===== config.mk =====
export PLATFORM = sky130hd
export DESIGN_NAME = cpwm_center_timer
export DESIGN_NICKNAME = d
export VERILOG_FILES = /design/src/rtl/cpwm_center_timer.sv
export SDC_FILE = /design/constraint.sdc
export NUM_CORES = 1
export LEC_CHECK = 0
export BUFFER_PORTS_ARGS = -buffer_cell sky130_fd_sc_hd__buf_2
export CORE_MARGIN = 3
export CORE_UTILIZATION = 35
export CTS_BUF_LIST = sky130_fd_sc_hd__clkbuf_8 sky130_fd_sc_hd__clkbuf_16
export DETAILED_ROUTE_END_ITERATION = 8
export SYNTH_ARGS = -nofsm -noshare
export SYNTH_HDL_FRONTEND = slang
export SYNTH_SLANG_ARGS = --single-unit

===== constraint.sdc =====
create_clock -name clk -period 6.35 [get_ports clk]
set_input_delay 0 -clock clk [delete_from_list [all_inputs] [get_ports clk]]
set_output_delay 0 -clock clk [all_outputs]
set_load 0.01 [all_outputs]

===== src/rtl/cpwm_center_timer.sv =====
module cpwm_center_timer #(
  parameter int CNT_W    = 16,
  parameter int PRE_W    = 16,
  parameter int DEF_PRE  = 0,
  parameter int DEF_TOP  = 8,
  parameter int DEF_DUTY = 4
) (
  input  logic             clk,
  input  logic             rst_n,
  input  logic             wr_en,
  input  logic [1:0]       wr_sel,
  input  logic [CNT_W-1:0] wr_data,
  input  logic             trig_en,
  output logic             pwm_out,
  output logic             match_up,
  output logic             match_dn,
  output logic             center_trig
);

  localparam logic [1:0]       SEL_PRE  = 2'd0;
  localparam logic [1:0]       SEL_TOP  = 2'd1;
  localparam logic [1:0]       SEL_DUTY = 2'd2;
  localparam logic [CNT_W-1:0] ONE      = CNT_W'(1);
  localparam logic [CNT_W-1:0] TWO      = CNT_W'(2);
  localparam logic [CNT_W:0]   ONE_X    = (CNT_W+1)'(1);

  logic [PRE_W-1:0] pre_sh, pre_a, pre_cnt;
  logic [CNT_W-1:0] top_sh, duty_sh, top_a, duty_a, cnt, cnt_nx;
  logic             dir_up, tick, turn, bottom;

  assign tick    = pre_cnt == pre_a;
  assign turn    = !dir_up || cnt >= top_a;
  assign cnt_nx  = turn ? cnt - ONE : cnt + ONE;
  assign bottom  = cnt_nx == ONE;
  assign pwm_out = cnt > duty_a;

  always_ff @(posedge clk) begin
    if (!rst_n) begin
      pre_sh  <= PRE_W'(DEF_PRE);
      top_sh  <= CNT_W'(DEF_TOP);
      duty_sh <= CNT_W'(DEF_DUTY);
    end else if (wr_en) begin
      case (wr_sel)
        SEL_PRE:  pre_sh  <= wr_data[PRE_W-1:0];
        SEL_TOP:  top_sh  <= wr_data;
        SEL_DUTY: duty_sh <= wr_data;
        default: ;
      endcase
    end
  end

  always_ff @(posedge clk) begin
    if (!rst_n) begin
      pre_cnt     <= '0;
      cnt         <= ONE;
      dir_up      <= 1'b1;
      pre_a       <= PRE_W'(DEF_PRE);
      top_a       <= CNT_W'(DEF_TOP);
      duty_a      <= CNT_W'(DEF_DUTY);
      match_up    <= 1'b0;
      match_dn    <= 1'b0;
      center_trig <= 1'b0;
    end else begin
      match_up    <= tick && !turn && cnt == duty_a;
      match_dn    <= tick && turn && ({1'b0, cnt} == {1'b0, duty_a} + ONE_X);
      center_trig <= tick && trig_en && !turn && (cnt + ONE == top_a);
      if (tick) begin
        pre_cnt <= '0;
        cnt     <= cnt_nx;
        dir_up  <= bottom || !turn;
        if (bottom) begin
          pre_a  <= pre_sh;
          top_a  <= (top_sh < TWO) ? TWO : top_sh;
          duty_a <= duty_sh;
        end
      end else begin
        pre_cnt <= pre_cnt + PRE_W'(1);
      end
    end
  end

  AST_CNT_IN_RANGE: assert property (@(posedge clk) disable iff (!rst_n) cnt >= ONE && cnt <= top_a);
  AST_RISE_STROBE: assert property (@(posedge clk) disable iff (!rst_n) match_up |-> pwm_out && !$past(pwm_out));
  AST_FALL_STROBE: assert property (@(posedge clk) disable iff (!rst_n) match_dn |-> $past(pwm_out));
  AST_CENTER_SINGLE: assert property (@(posedge clk) disable iff (!rst_n) center_trig |=> !center_trig);
  AST_CENTER_GATED: assert property (@(posedge clk) disable iff (!rst_n) center_trig |-> $past(trig_en));
  AST_LOAD_AT_BOTTOM: assert property (@(posedge clk) disable iff (!rst_n) !$stable(duty_a) || !$stable(top_a) |-> cnt == ONE);

endmodule


==> qor.csv <==
metric,value,unit
outcome,completed,
die_y,153,um
nets,1052,
gp_congestion,0.927,
finish.utilization,0.406,
cts_resized,0,
placed_area,7770,um^2
max_stage_delay,0.76,ns
floorplan.core_area,21100,um^2
rows,53,
viasPerCell,5.39,
max_freq,0.219,GHz
holdPathStages,5,
ys_warn_count,0,
io_pins,26,
num_antenna_cells,0,
fin_area,8550,um^2
io_buffers,25,
synthArstFlopShare,0,
leakagePower,0.00319,uW
place_hpwl,14.9,mm
cts_root_buffer,clkbuf_16,
reg2reg_depth,11,
finalSetupTns,0,ns
maxSlewViolCount,0,
cts_setup_buffers,0,
synth_edf_count,0,
synth_common_cells,"nand2_1, dfxtp_1, a21oi_1",
dr.pass1.iters,4,
grt_pass1_vias,6696,
synthTopCellsByArea,"dfxtp_1, a21oi_1, nand2_1",
antenna_found_initial,0,
cellPowerDensity,490,nW/um^2
synthesis.nets,1044,
layout-drive-gt1-share,0.0785,
fin_skew,0.0116,ns
maxSlewHeadroom,0.330,
dominantRegCellSynth,dfxtp_1,
die_x,153,um
rsz0062_at_grt,no,
hold_violations,0,
syn_inst,986,
initial_core_util,0.357,
grt_pass1_wl,35.0,mm
crit_type,reg2reg,
clk_pin_slew,0.07,ns
cp-end-kind,flip-flop,
synth_area_leader_cell,dfxtp_1,
cp_max_fo,45,
min_path_type,in2reg,
grt_use_total,0.182,
cts_tree,done,
design.die.area,23300,um^2
arrival,4.81,ns
num_vias,6907,
grt_use_met1,0.259,
finalWirelength,21.3,mm
grt_overflow_total,0,
synth.distinct_cells,66,
drtIter0Drc,530,
grt_use_met3,0.0341,
dp_cells,1232,
critPathSlowestCell,dfxtp_1,
nFillCells,2206,
vdd_drop_max,0.000441,V
clock_latency,0.42,ns
wl_per_cell,16.6,um
tightest_slew,1.00,ns
htreeDepth,4,
critical_path_required,6.60,ns
drtAntennaViolNets,0,
area_growth,13.7,%
fin_crit,4.56,ns
drc_errors,0,
clockBufferDepth,2,
seq_area_frac_synth,0.351,
met2_usage,0.286,
finalSetupViolations,0,
cts_buffers,17,
yosysMostFrequentCell,nand2_1,
fin_crit_sh,0.718,
cap_violations,0,
worstPathCellList,ha_1 > a31oi_1 > nor2b_1 > o311ai_1 > nand3_1 > o211ai_1 > nand4_1 > or4b_1 > buf_4 > nor2_4 > a311oi_1,
fin_cells,1282,
synth_top_area_share,0.351,
clock-sinks,132,
grt_max_degree,95,
ys_seq_elements,132,
startpoint_type,flip-flop,
grt.busiest_layer,met2,
netlist_area,7520,um^2
synth_area_per_cell,7.63,um^2
-- sequential cells by signal (all words and copies together), names as in the netlist, 16 cells and up --
name	count
pre_a	16
duty_sh	16
top_a	16
duty_a	16
cnt	16
pre_cnt	16
pre_sh	16
top_sh	16
-- per-stage QoR --
stage                     worst slack [ns]  hold slack (ns)  power (uW)
after detailed placement              1.89            0.276        3160
after global placement                1.92            0.270        3160
final                                 1.79            0.120        4190
after CTS                             1.82            0.100        4190
after floorplan                       2.92            0.124        2650
after global routing                  1.39            0.143        4480
-- path summary, 6_finish.rpt --
| check | end | slack (ns) | start |
|---|---|---|---|
| setup / recovery | top_a[1]$_SDFFE_PN0P_ | 1.79 | cnt[2]$_SDFFE_PN0N_ |
| hold / removal | pre_sh[10]$_SDFFE_PN0P_ | 0.12 | wr_sel[0] |
| setup reg to reg | top_a[1]$_SDFFE_PN0P_ | 1.79 | cnt[2]$_SDFFE_PN0N_ |
| hold reg to reg | duty_sh[11]$_SDFFE_PN0P_ | 0.45 | duty_sh[11]$_SDFFE_PN0P_ |
-- power breakdown --
group | internal [uW] | switching, uW | leakage (uW)
logic | 680 | 1430 | 0.00182
clock network | 591 | 413 | 0.000301
registers | 895 | 183 | 0.00107
total | 2170 | 2030 | 0.00319
-- layout by cell type (no fill, tap or decap), types with 25 or more instances in the layout --
cell / Yosys / routed
ha_1: 36 / 36
nand2_1: 142 / 142
xnor2_1: 40 / 40
dfxtp_1: 132 / 132
inv_1: 40 / 41
o21ai_0: 31 / 31
buf_2: 5 / 25
nand3_1: 75 / 75
a21oi_1: 116 / 116
nor2_1: 64 / 64
xor2_1: 42 / 42
o21ai_1: 40 / 40
-- timing repair --
action	in CTS	in global routing
hold buffers	18	0
endpoints found under the setup margin	0	0
hold endpoints to repair	51	0
-- metal layers --
layer,up-vias,routed length [um]
met5,-,0
met4,0,311
met3,23,972
met2,166,9690
met1,3256,10300
li1,3462,-
-- layout make-up --
cell class	instances	area (um^2)	share of cell area
Multi-Input combinational cell	749	4440	0.519
Sequential cell	132	2640	0.309
Clock buffer	17	425	0.0497
Timing Repair Buffer	52	373	0.0436
Tap cell	275	344	0.0402
Clock inverter	15	171	0.0200
Inverter	42	158	0.0184
-- kinds of logic after synthesis --
group                      synth area share
muxes                               0.00815
adders and majority gates            0.0599
and+or+nand+nor                       0.246
buffers and inverters                0.0599
DFF                                   0.351
AOI/OAI and AO/OA                     0.179
xor gates and xnor gates             0.0955
-- worst max-delay path: cells and delay by family (launching register included) --
family,cells,cell delay [ns]
buffers and inverters,1,0.30
AND/OR/NAND/NOR,5,1.80
flip-flops,1,0.76
AO/OA/AOI/OAI,4,1.13
adder cells (fa/ha/maj),1,0.37
Power figures use the tool's default switching activity.
